## src/rtl/dwe_pkg.sv

```systemverilog
package dwe_pkg;
  typedef enum logic [1:0] {
    MODE_READ  = 2'b00,
    MODE_WRITE = 2'b01,
    MODE_CHECK = 2'b10,
    MODE_ALT   = 2'b11
  } mode_e;

  // strobes from control to datapath
  typedef struct packed {
    logic load;
    logic latchDev;
    logic latchMem;
    logic advance;
    logic setNem;
    logic setWce;
    logic commit;
  } strobe_t;
endpackage

```

## src/rtl/dwe_ctrl.sv

```systemverilog
module dwe_ctrl
  import dwe_pkg::*;
(
  input  logic    clk,
  input  logic    rstN,
  input  logic    start,
  input  mode_e   modeLatched,
  input  logic    moreLeft,
  input  logic    mismatch,
  input  logic    memRspValid,
  input  logic    memRspNxm,
  input  logic    devInValid,
  input  logic    devOutReady,
  output strobe_t strb,
  output logic    busy,
  output logic    done,
  output logic    memReq,
  output logic    memWe,
  output logic    devInReady,
  output logic    devOutValid
);
  typedef enum logic [2:0] {
    S_IDLE, S_CHK, S_GET, S_ISSUE, S_WAIT, S_PUT, S_FIN
  } state_e;

  state_e state, nextState;
  logic   isReadMode;

  assign isReadMode = (modeLatched == MODE_READ) || (modeLatched == MODE_ALT);

  always_ff @(posedge clk or negedge rstN) begin
    if (!rstN) state <= S_IDLE;
    else       state <= nextState;
  end

  always_comb begin
    nextState   = state;
    strb        = '0;
    memReq      = 1'b0;
    memWe       = 1'b0;
    devInReady  = 1'b0;
    devOutValid = 1'b0;
    case (state)
      S_IDLE: begin
        if (start) begin
          strb.load = 1'b1;
          nextState = S_CHK;
        end
      end
      S_CHK: begin
        if (!moreLeft)       nextState = S_FIN;
        else if (isReadMode) nextState = S_ISSUE;
        else                 nextState = S_GET;
      end
      S_GET: begin
        devInReady = 1'b1;
        if (devInValid) begin
          strb.latchDev = 1'b1;
          nextState     = S_ISSUE;
        end
      end
      S_ISSUE: begin
        memReq    = 1'b1;
        memWe     = (modeLatched == MODE_WRITE);
        nextState = S_WAIT;
      end
      S_WAIT: begin
        if (memRspValid) begin
          if (memRspNxm) begin
            strb.setNem = 1'b1;
            nextState   = S_FIN;
          end else if (isReadMode) begin
            strb.latchMem = 1'b1;
            nextState     = S_PUT;
          end else if ((modeLatched == MODE_CHECK) && mismatch) begin
            strb.setWce = 1'b1;
            nextState   = S_FIN;
          end else begin
            strb.advance = 1'b1;
            nextState    = S_CHK;
          end
        end
      end
      S_PUT: begin
        devOutValid = 1'b1;
        if (devOutReady) begin
          strb.advance = 1'b1;
          nextState    = S_CHK;
        end
      end
      S_FIN: begin
        strb.commit = 1'b1;
        nextState   = S_IDLE;
      end
      default: nextState = S_IDLE;
    endcase
  end

  assign busy = (state != S_IDLE);
  assign done = (state == S_FIN);

  AST_DONE_PULSE: assert property (@(posedge clk) disable iff (!rstN)
    done |=> !done);
  AST_IDLE_NO_MEM: assert property (@(posedge clk) disable iff (!rstN)
    !busy |-> !memReq);
  AST_ONE_OUTSTANDING: assert property (@(posedge clk) disable iff (!rstN)
    memReq |=> !memReq);
  AST_START_IGNORED: assert property (@(posedge clk) disable iff (!rstN)
    (busy && !done && start) |=> busy);
endmodule

```

## src/rtl/dwe_dpath.sv

```systemverilog
module dwe_dpath
  import dwe_pkg::*;
#(
  parameter int WORD_W = 16,
  parameter int EXT_W  = 6,
  localparam int ADDR_W = WORD_W + EXT_W,
  localparam int CNT_W  = WORD_W + 2
) (
  input  logic              clk,
  input  logic              rstN,
  input  strobe_t           strb,
  input  mode_e             modeIn,
  input  logic              incInhibit,
  input  logic [WORD_W-1:0] wcIn,
  input  logic [WORD_W-1:0] baIn,
  input  logic [EXT_W-1:0]  extIn,
  input  logic [CNT_W-1:0]  reqBytes,
  input  logic [WORD_W-1:0] memRdata,
  input  logic [WORD_W-1:0] devInData,
  output mode_e             modeLatched,
  output logic              moreLeft,
  output logic              mismatch,
  output logic [ADDR_W-1:0] memAddr,
  output logic [WORD_W-1:0] dataWord,
  output logic              nemErr,
  output logic              wceErr,
  output logic              wcOdd,
  output logic              wcEven,
  output logic [CNT_W-1:0]  bytesDone,
  output logic [WORD_W-1:0] wcOut,
  output logic [WORD_W-1:0] baOut,
  output logic [EXT_W-1:0]  extOut,
  output logic [1:0]        uaeOut
);
  logic [ADDR_W-1:0] addrReg;
  logic [CNT_W-1:0]  limitReg, byteCnt;
  logic [WORD_W-1:0] wcStart, dataReg;
  logic              inhReg;
  mode_e             modeReg;

  // length limit: min(even request, remaining words * 2)
  logic [WORD_W:0]   remWords;
  logic [CNT_W-1:0]  remBytes, reqEven, lenBytes;
  assign remWords = {1'b1, {WORD_W{1'b0}}} - {1'b0, wcIn};
  assign remBytes = {remWords, 1'b0};
  assign reqEven  = {reqBytes[CNT_W-1:1], 1'b0};
  assign lenBytes = (reqEven < remBytes) ? reqEven : remBytes;

  always_ff @(posedge clk or negedge rstN) begin
    if (!rstN) begin
      addrReg  <= '0;
      limitReg <= '0;
      byteCnt  <= '0;
      wcStart  <= '0;
      dataReg  <= '0;
      inhReg   <= 1'b0;
      modeReg  <= MODE_READ;
      nemErr   <= 1'b0;
      wceErr   <= 1'b0;
      wcOdd    <= 1'b0;
      wcEven   <= 1'b0;
      wcOut    <= '0;
      baOut    <= '0;
      extOut   <= '0;
    end else begin
      if (strb.load) begin
        addrReg  <= {extIn, baIn};
        limitReg <= lenBytes;
        byteCnt  <= '0;
        wcStart  <= wcIn;
        inhReg   <= incInhibit;
        modeReg  <= modeIn;
        nemErr   <= 1'b0;
        wceErr   <= 1'b0;
        wcOdd    <= 1'b0;
        wcEven   <= 1'b0;
      end
      if (strb.latchDev) dataReg <= devInData;
      if (strb.latchMem) dataReg <= memRdata;
      if (strb.advance) begin
        byteCnt <= byteCnt + CNT_W'(2);
        if (!inhReg) addrReg <= addrReg + ADDR_W'(2);
      end
      if (strb.setNem) nemErr <= 1'b1;
      if (strb.setWce) begin
        wceErr <= 1'b1;
        if (addrReg[0]) wcOdd  <= 1'b1;
        else            wcEven <= 1'b1;
      end
      if (strb.commit) begin
        wcOut  <= wcStart + byteCnt[WORD_W:1];
        baOut  <= addrReg[WORD_W-1:0];
        extOut <= addrReg[ADDR_W-1:WORD_W];
      end
    end
  end

  assign modeLatched = modeReg;
  assign moreLeft    = (byteCnt < limitReg);
  assign mismatch    = (memRdata != dataReg);
  assign memAddr     = addrReg;
  assign dataWord    = dataReg;
  assign bytesDone   = byteCnt;
  assign uaeOut      = extOut[1:0];

  AST_BYTES_BOUNDED: assert property (@(posedge clk) disable iff (!rstN)
    byteCnt <= limitReg);
  AST_INHIBIT_HOLDS: assert property (@(posedge clk) disable iff (!rstN)
    (strb.advance && inhReg) |=> $stable(addrReg));
  AST_PARITY_EXCLUSIVE: assert property (@(posedge clk) disable iff (!rstN)
    !(wcOdd && wcEven));
  AST_ERR_STOPS_COUNT: assert property (@(posedge clk) disable iff (!rstN)
    (strb.setNem || strb.setWce) |=> $stable(byteCnt));
endmodule

```

## src/rtl/dma_word_engine.sv

```systemverilog
module dma_word_engine
  import dwe_pkg::*;
#(
  parameter int WORD_W = 16,
  parameter int EXT_W  = 6,
  localparam int ADDR_W = WORD_W + EXT_W,
  localparam int CNT_W  = WORD_W + 2
) (
  input  logic              clk,
  input  logic              rstN,
  input  logic              start,
  input  logic [1:0]        mode,
  input  logic              incInhibit,
  input  logic [WORD_W-1:0] wcIn,
  input  logic [WORD_W-1:0] baIn,
  input  logic [EXT_W-1:0]  extIn,
  input  logic [CNT_W-1:0]  reqBytes,
  input  logic              devInValid,
  input  logic [WORD_W-1:0] devInData,
  output logic              devInReady,
  output logic              devOutValid,
  output logic [WORD_W-1:0] devOutData,
  input  logic              devOutReady,
  output logic              memReq,
  output logic              memWe,
  output logic [ADDR_W-1:0] memAddr,
  output logic [WORD_W-1:0] memWdata,
  input  logic              memRspValid,
  input  logic              memRspNxm,
  input  logic [WORD_W-1:0] memRdata,
  output logic              busy,
  output logic              done,
  output logic              tre,
  output logic              nemErr,
  output logic              wceErr,
  output logic              wcOdd,
  output logic              wcEven,
  output logic [WORD_W-1:0] dbOut,
  output logic [CNT_W-1:0]  bytesDone,
  output logic [WORD_W-1:0] wcOut,
  output logic [WORD_W-1:0] baOut,
  output logic [EXT_W-1:0]  extOut,
  output logic [1:0]        uaeOut
);
  strobe_t           strb;
  mode_e             modeLatched;
  logic              moreLeft, mismatch;
  logic [WORD_W-1:0] dataWord;

  dwe_ctrl u_ctrl (
    .clk(clk), .rstN(rstN), .start(start), .modeLatched(modeLatched),
    .moreLeft(moreLeft), .mismatch(mismatch), .memRspValid(memRspValid),
    .memRspNxm(memRspNxm), .devInValid(devInValid), .devOutReady(devOutReady),
    .strb(strb), .busy(busy), .done(done), .memReq(memReq), .memWe(memWe),
    .devInReady(devInReady), .devOutValid(devOutValid)
  );

  dwe_dpath #(.WORD_W(WORD_W), .EXT_W(EXT_W)) u_dpath (
    .clk(clk), .rstN(rstN), .strb(strb), .modeIn(mode_e'(mode)),
    .incInhibit(incInhibit), .wcIn(wcIn), .baIn(baIn), .extIn(extIn),
    .reqBytes(reqBytes), .memRdata(memRdata), .devInData(devInData),
    .modeLatched(modeLatched), .moreLeft(moreLeft), .mismatch(mismatch),
    .memAddr(memAddr), .dataWord(dataWord), .nemErr(nemErr), .wceErr(wceErr),
    .wcOdd(wcOdd), .wcEven(wcEven), .bytesDone(bytesDone), .wcOut(wcOut),
    .baOut(baOut), .extOut(extOut), .uaeOut(uaeOut)
  );

  assign tre        = done && (nemErr || wceErr);
  assign dbOut      = dataWord;
  assign devOutData = dataWord;
  assign memWdata   = dataWord;

  AST_TRE_NEEDS_ERR: assert property (@(posedge clk) disable iff (!rstN)
    tre |-> (nemErr || wceErr));
endmodule

```

## config.mk

```make
export PLATFORM = sky130hd
export DESIGN_NAME = dma_word_engine
export DESIGN_NICKNAME = d
export VERILOG_FILES = /design/src/rtl/dwe_pkg.sv /design/src/rtl/dwe_ctrl.sv /design/src/rtl/dwe_dpath.sv /design/src/rtl/dma_word_engine.sv
export SDC_FILE = /design/constraint.sdc
export NUM_CORES = 1
export LEC_CHECK = 0
export ABC_CLOCK_PERIOD_IN_PS = 5450
export CAP_MARGIN = 15
export CORE_AREA = 8 8 152 183
export CTS_BUF_LIST = sky130_fd_sc_hd__clkbuf_16
export CTS_CLUSTER_DIAMETER = 150
export CTS_CLUSTER_SIZE = 30
export DETAILED_ROUTE_END_ITERATION = 10
export DIE_AREA = 0 0 160 191
export HOLD_SLACK_MARGIN = 0.05
export PLACE_DENSITY = 0.61
export SYNTH_ARGS = -nofsm -noshare
export SYNTH_HDL_FRONTEND = slang
export SYNTH_HIERARCHICAL = 1
export SYNTH_SLANG_ARGS = --single-unit
```

## constraint.sdc

```tcl
create_clock -name clk -period 5.45 [get_ports clk]
set_input_delay 1.09 -clock clk [delete_from_list [all_inputs] [get_ports clk]]
set_output_delay 1.09 -clock clk [all_outputs]
set_load 0.03 [all_outputs]
```

==> run_results.csv, run 1 <==
group,metric,value,unit
detailed_routing,ant_nets,0,
die,die_y,191,microns
die,die_w,160,microns
cts,h-tree-depth,4,
layout,final-seq-area,3403,sq um
power,swShare,0.4385,
timing,final.period_utilization,0.7934,
detailed_routing,remaining_drc_errors,0,
critical_path,crit_arrival,4.63,ns
cts,cts_num_sinks,136,
placed_design,portBuffers,234,
timing,rsz0062_at_grt,"no",
cts,clkLatencyLatePin,0.43,ns
logic_synthesis,synth_seq_cells,136,
global_routing,grt_usage,0.1759,
critical_path,reg2regPathDepth,10,
timing,drv_slew,0,
cts,root_buffer,"clkbuf_16",
placed_design,dp.cells,1377,
logic_synthesis,synth_cell_types,80,
logic_synthesis,syn-cell-area,8567,sq um
detailed_routing,dr.pass1.iters,4,
power,p_per_area,548.5,nW/um^2
detailed_routing,routed_wl,27.01,mm
detailed_routing,wire_per_inst,19.14,microns
logic_synthesis,synth_edf_count,0,
timing,fin_tns_setup,0,ns
timing,fmaxAchievable,0.2313,GHz
power,ir_worst_vdd,0.0003548,V
run,drv_cap,0,
cts,clkTransAtPathRegs,0.06,ns
logic_synthesis,synth.top_cell.area_share,0.3973,
logic_synthesis,avgSynthCellArea,9.757,sq um
global_routing,antenna_found_initial,5,
critical_path,crit_start,"wcIn[3]",
die,start_util,0.3429,
placed_design,routabilityCongestion,0.8665,
logic_synthesis,yosys-top-cells-area,"dfrtp_1 (40%), ha_1 (7.6%), mux2_2 (6.6%)",
power,pwr-share-seq,0.299,
cts,cts_tree,"built",
timing,min_period,4.324,ns
timing,relSlewSlack,0.3083,
global_routing,grt_max_degree,105,
power,leakage,0.004909,uW
detailed_routing,viasPerCell,5.137,
global_routing,overflow,0,
die,dieArea,30560,sq um
logic_synthesis,synth_top_cell_by_area,"dfrtp_1",
min_path,min_path_type,"flop to flop",
cts,cts_buffers,17,
power,p_int,3549,uW
timing,worst_slew_pin_slew,1.038,ns
global_routing,grt_pass1_vias,7492,
die,io_pins,237,
logic_synthesis,syn_nets,1029,
critical_path,critPathCaptureType,"flop",
logic_synthesis,ys_seq_area_frac,0.3973,
power,power_frac_clock,0.186,
critical_path,endpoint,"u_dpath/limitReg[13]",
layout,layout-drive-gt1-share,0.1094,
logic_synthesis,yosys_warnings,6,
layout,nFillCells,2459,
cts,holdBufCountCts,0,
detailed_routing,dr_total_vias,7248,
global_routing,grt_pass1_wl,42.21,mm
outcome,status,"completed",
power,combPwrFrac,0.515,
detailed_routing,dr.first_iter.drc_count,381,
timing,setup_viol,0,
die,rows,64,
critical_path,r2r-start,"u_dpath/dataWord[9]",
logic_synthesis,syn_inst,878,
timing,clock_skew,0.006875,ns
logic_synthesis,synthArstFlopShare,1.000,
critical_path,path_max_fanout,9,
layout,fin_nets,1217,
critical_path,path_class,"primary input to flop",
cts,post_cts_resized,0,
cts,post-cts-setup-buffers,0,
layout,syn_to_final_growth,34.50,%
placed_design,hpwl,20.90,mm
critical_path,startpoint_type,"primary input",
cts,clk_path_buf_depth,2,
power,power_switching,2772,uW
critical_path,crit_required,5.76,ns
layout,multi_input_area,4576,sq um
timing,finalHoldViolCount,0,
logic_synthesis,yosys_most_used_dff,"dfrtp_1",
die,core,24980,sq um
layout,stdcell_count,1411,
critical_path,r2r_end,"u_dpath/memAddr[18]",
critical_path,regToRegSetupSlack,2.32,ns
-- layout by cell type (no fill, tap or decap), drive strengths merged, types with 7 or more instances in the layout --
cell / count
clkdlybuf4s50: 233
dfrtp: 136
nand2: 70
nor2: 62
ha: 52
o21ai: 52
mux2: 50
nand3: 45
inv: 41
xor2: 29
a21o: 26
a21oi: 25
mux2i: 22
nor3: 18
clkbuf: 17
xnor2: 16
and3: 15
a211oi: 14
a31oi: 14
nand4: 12
a22o: 9
nor2b: 9
a311oi: 8
buf: 8
nor4: 8
nand2b: 8
o211ai: 7
-- critical path: stages --
cell and delay (ns):
clkdlybuf4s50_1 0.52, nor3_2 0.34, nand2_1 0.12, or3_1 0.33, xnor2_1 0.34, ha_1 0.33, a21oi_1 0.16, nand2_1 0.07
a221oi_1 0.44, or3_1 0.36, nand2_1 0.21, a221o_1 0.32
-- registers in the layout, summed over array words and instances, names as in the netlist --
| signal | cells |
|---|---|
| u_ctrl/state | 3 |
| u_dpath/baOut | 16 |
| u_dpath/bytesDone | 17 |
| u_dpath/dataWord | 16 |
| u_dpath/extOut | 6 |
| u_dpath/inhReg | 1 |
| u_dpath/limitReg | 17 |
| u_dpath/memAddr | 22 |
| u_dpath/modeLatched | 2 |
| u_dpath/nemErr | 1 |
| u_dpath/wcEven | 1 |
| u_dpath/wcOdd | 1 |
| u_dpath/wcOut | 16 |
| u_dpath/wcStart | 16 |
| u_dpath/wceErr | 1 |
-- synth_stat cells (all sizes together), types with 3 or more instances --
master  count
o21a        6
o221ai      4
mux2i      22
a211oi     14
nor4        8
nand4      12
o211ai      7
mux2       50
or3         5
a21oi      25
and2        3
xor2       29
o31ai       4
clkbuf     16
and4        3
a21o       26
nand2      70
o22ai       3
nor2b       9
inv        36
nor3b       3
nand3      45
a22o        9
o21ai      52
nand2b      8
buf        56
a31oi      14
xnor2      16
nor3       18
ha         52
a311oi      8
nor2       62
dfrtp     136
and3       15
or2         3
-- power groups by stage --
stage | logic, uW | clock network, uW | registers, uW
2_1_floorplan | 1660 | 0 | 2330
3_3_place_gp | 3260 | 0 | 1890
3_5_place_dp | 3280 | 0 | 1910
4_1_cts | 3300 | 1200 | 1900
5_1_grt | 3490 | 1240 | 1970
6_report | 3260 | 1170 | 1890
-- cells by family (layout without fill, tap and decap cells) --
| logic type | Yosys count | count (layout) | synth area share |
|---|---|---|---|
| AO/OA/AOI/OAI | 192 | 192 | 0.1515 |
| adder cells (fa/ha/maj) | 53 | 53 | 0.07828 |
| buffers and inverters | 108 | 309 | 0.06966 |
| XOR/XNOR | 45 | 45 | 0.04688 |
| AND/OR/NAND/NOR | 271 | 271 | 0.1646 |
| flip-flops | 136 | 136 | 0.3973 |
| other | 1 | 3 | 0.0004377 |
| multiplexers | 72 | 72 | 0.09143 |
-- worst min-delay path by stage --
stage,start,endpoint,depth (start not counted)
4_1_cts,u_dpath/wcOut[13],u_dpath/wcOut[13],2
3_5_place_dp,u_dpath/wcOut[13],u_dpath/wcOut[13],2
3_3_place_gp,u_dpath/wcOut[6],u_dpath/wcOut[6],2
6_report,u_dpath/wcOut[13],u_dpath/wcOut[13],2
5_1_grt,u_dpath/wcEven,u_dpath/wcEven,1
2_1_floorplan,u_dpath/limitReg[16],u_dpath/limitReg[16],1
-- per-layer routing --
| metal | vias up | share of wire | track usage |
|---|---|---|---|
| met5 | - | 0.0015 | 0 |
| met4 | 6 | 0.020 | 0.05760 |
| met3 | 35 | 0.064 | 0.05579 |
| met2 | 221 | 0.52 | 0.3180 |
| met1 | 3477 | 0.40 | 0.1923 |
| li1 | 3509 | - | - |
-- layout make-up --
| type | count | share of cell area |
|---|---|---|
| Multi-Input combinational cell | 634 | 0.3971 |
| Sequential cell | 136 | 0.2954 |
| Timing Repair Buffer | 241 | 0.2079 |
| Clock buffer | 17 | 0.03692 |
| Tap cell | 330 | 0.03583 |
| Clock inverter | 15 | 0.01466 |
| Inverter | 36 | 0.01173 |
| Antenna cell | 2 | 0.0004344 |
-- through the flow --
| step | area, sq um | utilization | hold slack, ns | worst slack (ns) | total power [uW] |
|---|---|---|---|---|---|
| 2_1_floorplan | 8567 | - | 0.4625 | 1.963 | 3988 |
| 3_3_place_gp | 10920 | 0.4372 | 0.4745 | 0.7162 | 5149 |
| 3_5_place_dp | 10920 | 0.4372 | 0.4705 | 0.7014 | 5188 |
| 4_1_cts | 11520 | 0.4610 | 0.4865 | 1.143 | 6402 |
| 5_1_grt | 11520 | 0.4611 | 0.5244 | 0.8770 | 6705 |
| 6_report | 11520 | 0.4612 | 0.4833 | 1.126 | 6321 |
Power figures use the tool's default switching activity.
==> inputs of run 2 (changes only) <==
--- a/config.mk
+++ b/config.mk
@@ -5,7 +5,7 @@
 export SDC_FILE = /design/constraint.sdc
 export NUM_CORES = 1
 export LEC_CHECK = 0
-export ABC_CLOCK_PERIOD_IN_PS = 5450
+export ABC_CLOCK_PERIOD_IN_PS = 4100
 export CAP_MARGIN = 15
 export CORE_AREA = 8 8 152 183
 export CTS_BUF_LIST = sky130_fd_sc_hd__clkbuf_16
==> constraint.sdc (replaced) <==
create_clock -name clk -period 4.1 [get_ports clk]
set_input_delay 0.82 -clock clk [delete_from_list [all_inputs] [get_ports clk]]
set_output_delay 0.82 -clock clk [all_outputs]
set_load 0.03 [all_outputs]
==> run 2 against run 1 <==
Compared with the run above: global-route usage about the same; core utilization increased by 1.0 points; total power increased by 35%; critical endpoint unchanged.
==> run_results.csv, run 2 (synthesized netlist as in run 1, its figures left out) <==
group,metric,value,unit
outcome,status,"completed",
timing,setup_viol,0,
cts,cts_tree,"built",
min_path,min_path_type,"primary input to asynchronous set/reset pin",
cts,holdBufCountCts,0,
placed_design,placed_area,11130,sq um
die,start_util,0.3429,
cts,clkLatencyLatePin,0.42,ns
detailed_routing,dr_total_vias,7386,
global_routing,grtUsageMet1,0.1918,
layout,stdcell_count,1433,
power,p_per_area,727.2,nW/um^2
global_routing,met2_usage,0.3169,
power,leakage,0.005068,uW
timing,fmaxAchievable,0.2669,GHz
cts,cts_num_sinks,136,
detailed_routing,remaining_drc_errors,0,
layout,layout_commonest_cell,"clkdlybuf4s50_1",
die,rows,64,
placed_design,dp.cells,1400,
global_routing,top_usage_layer,"met2",
die,dieArea,30560,sq um
detailed_routing,dr.first_iter.drc_count,393,
critical_path,path_max_fanout,8,
placed_design,routabilityCongestion,0.8862,
cts,post_cts_resized,0,
timing,finalHoldViolCount,0,
timing,final.period_utilization,0.9139,
timing,worst_slew_pin_slew,1.046,ns
layout,final_util,0.4714,
die,core,24980,sq um
die,die_w,160,microns
global_routing,grt_pass1_vias,7685,
layout,layout-drive-gt1-share,0.1279,
cts,clkTransAtPathRegs,0.07,ns
critical_path,crit_required,4.40,ns
placed_design,portBuffers,234,
detailed_routing,wire_per_inst,19.08,microns
layout,fin_nets,1240,
cts,post-cts-setup-buffers,0,
power,ir_worst_vdd,0.0004640,V
layout,final_cell_mix,"clkdlybuf4s50_1 (233), dfrtp_1 (136), nand2_1 (69)",
placed_design,hpwl,21.31,mm
cts,h-tree-depth,4,
cts,clk_path_buf_depth,2,
global_routing,gr-usage-met3,0.05773,
global_routing,antenna_found_initial,4,
detailed_routing,routed_wl,27.35,mm
run,drv_cap,0,
global_routing,overflow,0,
cts,root_buffer,"clkbuf_16",
timing,drv_slew,0,
critical_path,crit_arrival,4.05,ns
layout,syn_to_final_growth,37.46,%
timing,rsz0062_at_grt,"no",
global_routing,grt_usage,0.1759,
layout,largest_reg_flops,22,
detailed_routing,dr.pass1.iters,7,
timing,fin_tns_setup,0,ns
timing,relSlewSlack,0.3024,
critical_path,path_class,"primary input to flop",
global_routing,grt_max_degree,90,
timing,min_period,3.747,ns
die,die_y,191,microns
die,io_pins,237,
critical_path,critPathCaptureType,"flop",
timing,clock_skew,0.008992,ns
cts,cts_buffers,17,
layout,design_area,11780,sq um
layout,nFillCells,2372,
critical_path,startpoint_type,"primary input",
detailed_routing,viasPerCell,5.154,
global_routing,grt_pass1_wl,42.44,mm
detailed_routing,ant_nets,0,
## run 2: cell types whose count changed in the layout (fill, tap and decap cells not counted), sizes merged
cell / change
clkinvlp: -3
diode: -1
buf: +23
inv: +1
bufinv: +2
## run 2: final timing paths
| check | start | endpoint | slack (ns) | cells after the start |
|---|---|---|---|---|
| max in group asynchronous | rstN | u_dpath/limitReg[3] | 2.85 | 2 |
| hold / removal | rstN | u_dpath/wcOut[7] | 0.47 | 1 |
| setup reg to reg | u_dpath/dataWord[11] | u_dpath/memAddr[13] | 1.10 | 10 |
| setup / recovery | wcIn[0] | u_dpath/limitReg[13] | 0.35 | 11 |
| hold reg to reg | u_dpath/wcOut[6] | u_dpath/wcOut[6] | 0.49 | 2 |
| min in group clk | u_dpath/wcOut[6] | u_dpath/wcOut[6] | 0.49 | 2 |
## run 2: where the power goes
group / total (uW) / internal (uW) / switching [uW]
Clock: 1690 / 1040 / 650
Sequential: 2520 / 1920 / 594
Combinational: 4360 / 1910 / 2450
## run 2: critical path, cell delays in order
cell and delay, ns:
clkdlybuf4s50_1 0.54, inv_1 0.11, ha_1 0.22, nor4b_2 0.30, nand3_1 0.13, or3_1 0.39, ha_1 0.31, nand4_1 0.14
nor3_1 0.69, nor3_1 0.10, a221o_1 0.28
## run 2: stage by stage
step / total power [uW] / setup WS [ns] / hold WS, ns
2_1_floorplan: 5301 / 0.8834 / 0.4625
5_1_grt: 9077 / 0.1007 / 0.5118
4_1_cts: 8675 / 0.3820 / 0.4941
3_3_place_gp: 6882 / -0.03341 / 0.4759
6_report: 8564 / 0.3531 / 0.4719
3_5_place_dp: 6940 / -0.07199 / 0.4776
## run 2: layout make-up
class                           instances  area [sq um]  share of cell area
Antenna cell                            1         2.502           0.0002125
Timing Repair Buffer                  264          2606              0.2213
Tap cell                              330         412.9             0.03506
Multi-Input combinational cell        634          4576              0.3885
Sequential cell                       136          3403              0.2890
Clock buffer                           17         425.4             0.03612
Clock inverter                         15         215.2             0.01827
Inverter                               36         135.1             0.01147
## run 2: routing by layer
layer  wire length [microns]  share of wire  vias up
met5                      32         0.0012        -
met2                   14030           0.51      237
met3                    1771          0.065       41
met4                     586          0.021        6
met1                   10920           0.40     3540
li1                        -              -     3562
